<file path="config.mk">
export PLATFORM = sky130hd
export DESIGN_NAME = core_wake_ctrl
export DESIGN_NICKNAME = d
export VERILOG_FILES = /design/src/rtl/wake_pkg.sv /design/src/rtl/wake_ctrl_regs.sv /design/src/rtl/quiesce_track.sv /design/src/rtl/wake_req_gen.sv /design/src/rtl/core_wake_ctrl.sv
export SDC_FILE = /design/constraint.sdc
export NUM_CORES = 1
export LEC_CHECK = 0
export BUFFER_PORTS_ARGS = -buffer_cell sky130_fd_sc_hd__buf_4
export CAP_MARGIN = 20
export CORE_MARGIN = 3
export CORE_UTILIZATION = 32
export DETAILED_ROUTE_END_ITERATION = 8
export GPL_TIMING_DRIVEN = 0
export PLACE_DENSITY = 0.9
export SKIP_LAST_GASP = 1
export SYNTH_ARGS = -nofsm -noshare
export SYNTH_HDL_FRONTEND = slang
export SYNTH_SLANG_ARGS = --single-unit
</file>
<file path="constraint.sdc">
create_clock -name clk -period 2.5 [get_ports clk]
set_clock_uncertainty 0.2 [all_clocks]
set_input_delay 0.25 -clock clk [delete_from_list [all_inputs] [get_ports clk]]
set_output_delay 0.25 -clock clk [all_outputs]
set_load 0.05 [all_outputs]
</file>
<file path="src/rtl/wake_pkg.sv">
package wake_pkg;
  localparam int unsigned REG_W = 32;
  localparam int unsigned SLEEP_BIT = 1;
  localparam int unsigned QUIET_BIT = 2;
  localparam int unsigned ERR_BIT = 0;

  // Assemble the visible control word: only sleep and quiet carry data.
  function automatic logic [REG_W-1:0] ctrl_word(input logic sleep, input logic quiet);
    logic [REG_W-1:0] w;
    w = '0;
    w[SLEEP_BIT] = sleep;
    w[QUIET_BIT] = quiet;
    return w;
  endfunction

  // Saturating count of consecutive idle edges.
  function automatic int unsigned idle_step(input int unsigned cnt, input logic idle,
                                            input int unsigned lim);
    if (!idle) return 0;
    return (cnt >= lim) ? lim : cnt + 1;
  endfunction
endpackage

</file>
<file path="src/rtl/wake_ctrl_regs.sv">
module wake_ctrl_regs
  import wake_pkg::*;
#(
  parameter int unsigned ADDR_W = 12,
  parameter int unsigned NUM_GROUPS = 2,
  parameter logic [ADDR_W-1:0] CTRL_OFS = 12'h014,
  parameter logic [ADDR_W-1:0] DBG_OFS = 12'h018
) (
  input  logic                  clk,
  input  logic                  rst_n,
  input  logic                  wr_i,
  input  logic [ADDR_W-1:0]     addr_i,
  input  logic [REG_W-1:0]      wdata_i,
  input  logic [NUM_GROUPS-1:0] grp_en_i,
  input  logic                  quiesce_i,
  output logic [REG_W-1:0]      rdata_o,
  output logic                  sleep_o,
  output logic                  set_acc_o,
  output logic                  clr_acc_o
);
  logic sleep_q, err_q;
  logic ctrl_wr, dbg_w1c, set_bad, clr_bad;
  logic unused_wdata;

  assign unused_wdata = ^{wdata_i[REG_W-1:2]};

  assign ctrl_wr   = wr_i && (addr_i == CTRL_OFS);
  assign dbg_w1c   = wr_i && (addr_i == DBG_OFS) && wdata_i[ERR_BIT];
  assign set_acc_o = ctrl_wr && wdata_i[SLEEP_BIT] && !sleep_q && (grp_en_i == '0);
  assign set_bad   = ctrl_wr && wdata_i[SLEEP_BIT] && !sleep_q && (grp_en_i != '0);
  assign clr_acc_o = ctrl_wr && !wdata_i[SLEEP_BIT] && sleep_q && quiesce_i;
  assign clr_bad   = ctrl_wr && !wdata_i[SLEEP_BIT] && sleep_q && !quiesce_i;

  always_ff @(posedge clk or negedge rst_n) begin
    if (!rst_n) begin
      sleep_q <= 1'b1;
      err_q   <= 1'b0;
    end else begin
      if (set_acc_o) sleep_q <= 1'b1;
      else if (clr_acc_o) sleep_q <= 1'b0;
      if (set_bad || clr_bad) err_q <= 1'b1;
      else if (dbg_w1c) err_q <= 1'b0;
    end
  end

  always_comb begin
    rdata_o = '0;
    if (addr_i == CTRL_OFS) rdata_o = ctrl_word(sleep_q, quiesce_i);
    else if (addr_i == DBG_OFS) rdata_o[ERR_BIT] = err_q;
  end

  assign sleep_o = sleep_q;

  assert_clear_needs_quiet_R6: assert property (@(posedge clk) disable iff (!rst_n)
    $fell(sleep_q) |-> $past(quiesce_i));
  assert_set_needs_groups_off_R7: assert property (@(posedge clk) disable iff (!rst_n)
    $rose(sleep_q) |-> ($past(grp_en_i) == '0));
  assert_err_clear_by_write_R8: assert property (@(posedge clk) disable iff (!rst_n)
    $fell(err_q) |-> $past(dbg_w1c));
endmodule

</file>
<file path="src/rtl/quiesce_track.sv">
module quiesce_track
  import wake_pkg::*;
#(
  parameter int unsigned IDLE_CYCLES = 2
) (
  input  logic clk,
  input  logic rst_n,
  input  logic sleep_i,
  input  logic set_acc_i,
  input  logic idle_i,
  input  logic ack_i,
  output logic release_req_o,
  output logic quiesce_o
);
  localparam int unsigned CNT_W = $clog2(IDLE_CYCLES + 1);
  localparam logic [CNT_W-1:0] CNT_FULL = CNT_W'(IDLE_CYCLES);

  logic [CNT_W-1:0] idle_cnt;
  logic             done_q;

  always_ff @(posedge clk or negedge rst_n) begin
    if (!rst_n) begin
      idle_cnt <= CNT_FULL;
      done_q   <= 1'b1;
    end else begin
      idle_cnt <= CNT_W'(idle_step(int'(idle_cnt), idle_i, IDLE_CYCLES));
      if (set_acc_i) done_q <= 1'b0;
      else if (release_req_o && ack_i) done_q <= 1'b1;
    end
  end

  assign release_req_o = sleep_i && !done_q;
  assign quiesce_o     = sleep_i && done_q && (idle_cnt == CNT_FULL);

  assert_release_held_R3: assert property (@(posedge clk) disable iff (!rst_n)
    (release_req_o && !ack_i) |=> release_req_o);
  assert_quiet_needs_idle_R4: assert property (@(posedge clk) disable iff (!rst_n)
    $rose(quiesce_o) |-> $past(idle_i));
endmodule

</file>
<file path="src/rtl/wake_req_gen.sv">
module wake_req_gen (
  input  logic clk,
  input  logic rst_n,
  input  logic sleep_i,
  input  logic clr_acc_i,
  input  logic irq_i,
  output logic wake_o,
  output logic deliver_o
);
  logic wake_q;

  always_ff @(posedge clk or negedge rst_n) begin
    if (!rst_n) wake_q <= 1'b0;
    else if (clr_acc_i) wake_q <= 1'b0;
    else if (irq_i && sleep_i) wake_q <= 1'b1;
  end

  assign wake_o    = wake_q;
  assign deliver_o = irq_i && !sleep_i;

  assert_wake_rise_cause_R9: assert property (@(posedge clk) disable iff (!rst_n)
    $rose(wake_q) |-> $past(sleep_i && irq_i));
endmodule

</file>
<file path="src/rtl/core_wake_ctrl.sv">
module core_wake_ctrl
  import wake_pkg::*;
#(
  parameter int unsigned ADDR_W = 12,
  parameter int unsigned NUM_GROUPS = 2,
  parameter int unsigned IDLE_CYCLES = 2,
  parameter logic [ADDR_W-1:0] CTRL_OFS = 12'h014,
  parameter logic [ADDR_W-1:0] DBG_OFS = 12'h018
) (
  input  logic                  clk,
  input  logic                  rst_n,
  input  logic                  reg_wr,
  input  logic [ADDR_W-1:0]     reg_addr,
  input  logic [31:0]           reg_wdata,
  output logic [31:0]           reg_rdata,
  input  logic [NUM_GROUPS-1:0] grp_enable,
  input  logic                  if_idle,
  input  logic                  release_ack,
  output logic                  release_req,
  input  logic                  irq_arrive,
  output logic                  irq_deliver,
  output logic                  wake_req
);
  logic sleep_w, set_acc_w, clr_acc_w, quiet_w;

  wake_ctrl_regs #(.ADDR_W(ADDR_W), .NUM_GROUPS(NUM_GROUPS),
                   .CTRL_OFS(CTRL_OFS), .DBG_OFS(DBG_OFS)) u_regs (
    .clk(clk), .rst_n(rst_n), .wr_i(reg_wr), .addr_i(reg_addr), .wdata_i(reg_wdata),
    .grp_en_i(grp_enable), .quiesce_i(quiet_w), .rdata_o(reg_rdata),
    .sleep_o(sleep_w), .set_acc_o(set_acc_w), .clr_acc_o(clr_acc_w));

  quiesce_track #(.IDLE_CYCLES(IDLE_CYCLES)) u_track (
    .clk(clk), .rst_n(rst_n), .sleep_i(sleep_w), .set_acc_i(set_acc_w),
    .idle_i(if_idle), .ack_i(release_ack), .release_req_o(release_req),
    .quiesce_o(quiet_w));

  wake_req_gen u_wake (
    .clk(clk), .rst_n(rst_n), .sleep_i(sleep_w), .clr_acc_i(clr_acc_w),
    .irq_i(irq_arrive), .wake_o(wake_req), .deliver_o(irq_deliver));

  assert_wake_implies_asleep_R9: assert property (@(posedge clk) disable iff (!rst_n)
    wake_req |-> sleep_w);
endmodule

</file>
==> out/qor_table.md <==
| Stage | Result | Reported |
|:---|:---|:---|
| run status | Run status | complete, no violations |
| die | Vertical die dimension | 49.6 um |
| global route | Number of global-route vias before repair | 491 |
| die | Number of rows created at floorplan | 15 |
| synthesis | Proportion of synthesized flip-flops having asynchronous set or reset | 100% |
| finish | Fraction of final layout cells sized beyond drive strength 1 | 52.3% |
| synthesis | Average size of a mapped cell | 8.96 um^2 |
| sta | Post-layout min period | 2.20 ns |
| placed design | Pre-CTS setup slack | 0.530 ns |
| die | Die area | 0.00246 mm^2 |
| pwr | Leakage power | 0.539 nW |
| synthesis | Number of enable-type register cells in the synthesized netlist | 0 |
| critical path | Worst path top cell family by delay | flip-flops |
| drt | Total wire length | 1320 um |
| critical path | Endpoint required time on the critical path | 2.05 ns |
| synthesis | Number of distinct library cell variants in the gate-level netlist after synthesis | 23 |
| critical path | Worst endpoint data arrival time | 1.75 ns |
| pwr | Net switching share of the total power | 41.6% |
| pwr | Maximum VDD drop | 222 uV |
| pwr | Clock network fraction of design power | 26.0% |
| sta | Final setup TNS | 0 ns |
| synthesis | Post-synthesis simple-gate area fraction | 28.3% |
| synthesis | Predominant post-synthesis flop cell | sky130_fd_sc_hd__dfstp_2 |
| critical path | Standard cell with the maximum stage delay on the critical path | sky130_fd_sc_hd__dfstp_2 |
| synthesis | Synthesized netlist cell count | 68 |
| synthesis | Mux cell area share after synthesis | 0% |
| critical path | Peak fanout along the critical path | 10 |
| cts | Num Clock Sinks | 6 |
| worst hold path | Worst min-delay path category | input port to register |
| cts | Bufs on Longest Clock Path | 2 |
| sta | Final period utilization | 88.2% |
| cts | Latest clock arrival within the worst-skew pair | 0.25 ns |
| critical path | Launching element type of the critical path | register |
| pwr | Power density over cell area | 385 mW/mm^2 |
| die | Core outline area | 0.00176 mm^2 |
| global route | Initial antenna violation count | 0 |
| job | Max-Cap Viols | 0 |
| cts | Count of instances resized after the clock tree is built | 0 |
| placed design | Detailed Place HPWL | 1150 um |
| synthesis | Synth Area in XOR/XNOR | 0% |
| synthesis | Sequential area share after synthesis | 25.3% |
| pwr | Sw power | 0.160 mW |
| synthesis | Combined area of all synthesized cells | 609 um^2 |
| pwr | Internal portion of total power | 0.224 mW |
| finish | Relative area change from synthesis to final layout | 63.7% |
| die | Die boundary width | 49.6 um |
| placed design | Routability cong. | 0.709 |
| synthesis | Count of warnings emitted by yosys | 0 |
| drt | Number of DRC violations after detailed routing | 0 |
| cts | Number of buffers inserted during clock tree synthesis | 3 |
| synthesis | Main combinational cell family by area after synthesis | buffers and inverters |
| sta | Final setup margin | 0.296 ns |
| synthesis | Most common cell in the netlist | sky130_fd_sc_hd__buf_4 |
| critical path | Cell-by-cell listing of the critical path | clkbuf_1 > nand4b_1 > nor4b_2 > buf_4 |
| drt | Iter 0 DRT Violations | 10 |
| global route | Wire length of the first global-routing pass | 2050 um |
| drt | Via density | 3.65 |
| finish | Number of nets at the end of the flow | 181 |
| global route | Overall global routing resource usage | 10.6% |
| drt | Length of the first detailed-routing pass in iterations | 4 |
| synthesis | Adder-cell share of the synthesized area | 0% |
| drt | Routed length per placed instance | 8.63 um |
| cts | Clock H-tree levels | 1 |
| drt | Number of routed nets with antenna violations | 0 |
| pwr | Share of total power in combinational logic | 46.8% |
| pwr | Power share of the sequential group | 27.2% |
| critical path | Crit path largest cell delay | 0.51 ns |
| critical path | Worst setup EP type | output pin |
| synthesis | Number of synthesized register bits | 6 |
| sta | RSZ-0062 raised after global routing | no |
| cts | CTS root buffer | sky130_fd_sc_hd__clkbuf_4 |
| die | Count of boundary I/O pins | 87 |
| critical path | Combined buffer and inverter count along the critical path | 2 |
| synthesis | Compound-Gate Fraction of Synth Area | 9.45% |
| drt | Vias | 558 |
| sta | Achievable frequency | 454 MHz |
| sta | Number of hold violations in the final report | 0 |
| global route | Maximum number of pins on one net before global-route repair | 11 |
| finish | Diode insertion count for antenna repair | 0 |
| synthesis | Portion of synthesized cell area occupied by the leading cell type | 35.7% |
| synthesis | Most area-hungry cell type in the Yosys netlist | sky130_fd_sc_hd__buf_4 |
| critical path | Startpoint-to-endpoint class of the critical path | register to output pin |
| global route | GR Overflow Total | 0 |
| placed design | Port bufs | 27 |
| die | Starting density of the core | 34.5% |
| cts | Clk slew on worst S/H paths | 0.05 ns |
| sta | Max-slew violation count | 0 |
| synthesis | Post-synth top cells | sky130_fd_sc_hd__buf_4, sky130_fd_sc_hd__o21ai_0 |
| cts | CTS tree | built |
| synthesis | Top area cells in the synthesized netlist | sky130_fd_sc_hd__buf_4, sky130_fd_sc_hd__dfstp_2, sky130_fd_sc_hd__dfrtp_1 |
| sta | Finish-stage setup viols | 0 |
-- power groups by stage --
stage                     Sequential [mW]  Clock (mW)  Combinational (mW)
after floorplan                     0.105           0               0.142
after global routing                0.105       0.111               0.190
final                               0.104      0.0999               0.180
after CTS                           0.104       0.104               0.178
after detailed placement            0.106           0               0.177
after global placement              0.105           0               0.176
-- state kept, by name, summed over array words and instances, names as in the netlist --
name              count
u_regs.err_q          1
u_regs.sleep_o        1
u_track.done_q        1
u_wake.wake_o         1
u_track.idle_cnt      2
-- cell families after synthesis --
logic type,count (synthesis)
other,1
buffers and inverters,30
DFF,6
and+or+nand+nor,21
AOI/OAI and AO/OA,10
-- what timing repair did --
action,in CTS,in global routing
hold buffers,1,0
endpoints found under the hold margin,6,0
buffers inserted,0,0
-- cell usage in the layout (no fill, tap or decap) --
cell type	n
sky130_fd_sc_hd__buf_4	56
sky130_fd_sc_hd__conb_1	29
sky130_fd_sc_hd__o21ai_0	5
sky130_fd_sc_hd__nor2_1	3
sky130_fd_sc_hd__nor2b_1	3
sky130_fd_sc_hd__a21oi_1	3
sky130_fd_sc_hd__clkbuf_4	3
sky130_fd_sc_hd__dfrtp_1	3
sky130_fd_sc_hd__dfstp_2	3
sky130_fd_sc_hd__nand3_1	2
sky130_fd_sc_hd__clkbuf_1	2
sky130_fd_sc_hd__nand4b_1	2
sky130_fd_sc_hd__nand2_1	2
sky130_fd_sc_hd__nor4b_4	1
sky130_fd_sc_hd__nor4_4	1
sky130_fd_sc_hd__nor4bb_2	1
sky130_fd_sc_hd__nor3b_1	1
sky130_fd_sc_hd__nor4b_2	1
sky130_fd_sc_hd__nor3_1	1
sky130_fd_sc_hd__o21a_1	1
sky130_fd_sc_hd__and3b_1	1
sky130_fd_sc_hd__nand4_2	1
sky130_fd_sc_hd__or4b_1	1
sky130_fd_sc_hd__a21bo_1	1
sky130_fd_sc_hd__dlygate4sd3_1	1
-- path summary, 6_finish.rpt --
kind | end | start | slack (ns) | cells after the start
max | reg_rdata[2] | u_regs.sleep_o | 0.30 | 4
min in group asynchronous | u_track.idle_cnt[0] | rst_n | 0.15 | 2
min reg2reg | u_track.idle_cnt[0] | u_track.idle_cnt[0] | 0.25 | 1
max reg2reg | u_regs.err_q | u_regs.sleep_o | 0.86 | 4
min | u_track.idle_cnt[1] | if_idle | 0.006 | 2
max in group asynchronous | u_track.done_q | rst_n | 1.75 | 2
-- routing by layer --
metal	global-route usage (%)	vias up	routed length, um
li1	-	296	-
met2	20.3	37	697
met1	10.0	225	443
met5	0	-	0
met4	2.76	0	0
met3	4.83	0	180
-- metrics by stage --
stage | instance area (um^2) | instances | utilization (%) | total power, mW | hold WS [ns]
6_report | 997 | 153 | 56.5 | 0.384 | 0.00647
2_1_floorplan | 727 | 96 | - | 0.248 | -0.246
3_3_place_gp | 961 | 148 | 54.5 | 0.281 | -0.143
4_1_cts | 997 | 153 | 56.5 | 0.386 | 0.00172
3_5_place_dp | 961 | 148 | 54.5 | 0.282 | -0.142
5_1_grt | 997 | 153 | 56.5 | 0.406 | 0.00950
-- layout make-up --
| type | count | area (um^2) |
|---|---|---|
| well taps | 25 | 31.3 |
| flip-flops and latches | 6 | 154 |
| repair buffers | 28 | 213 |
| fillers | 172 | 767 |
| plain buffers | 30 | 221 |
| clock buffers | 4 | 26.3 |
| multi-input cells | 60 | 352 |
No activity file was read; power rests on OpenSTA's default activity.
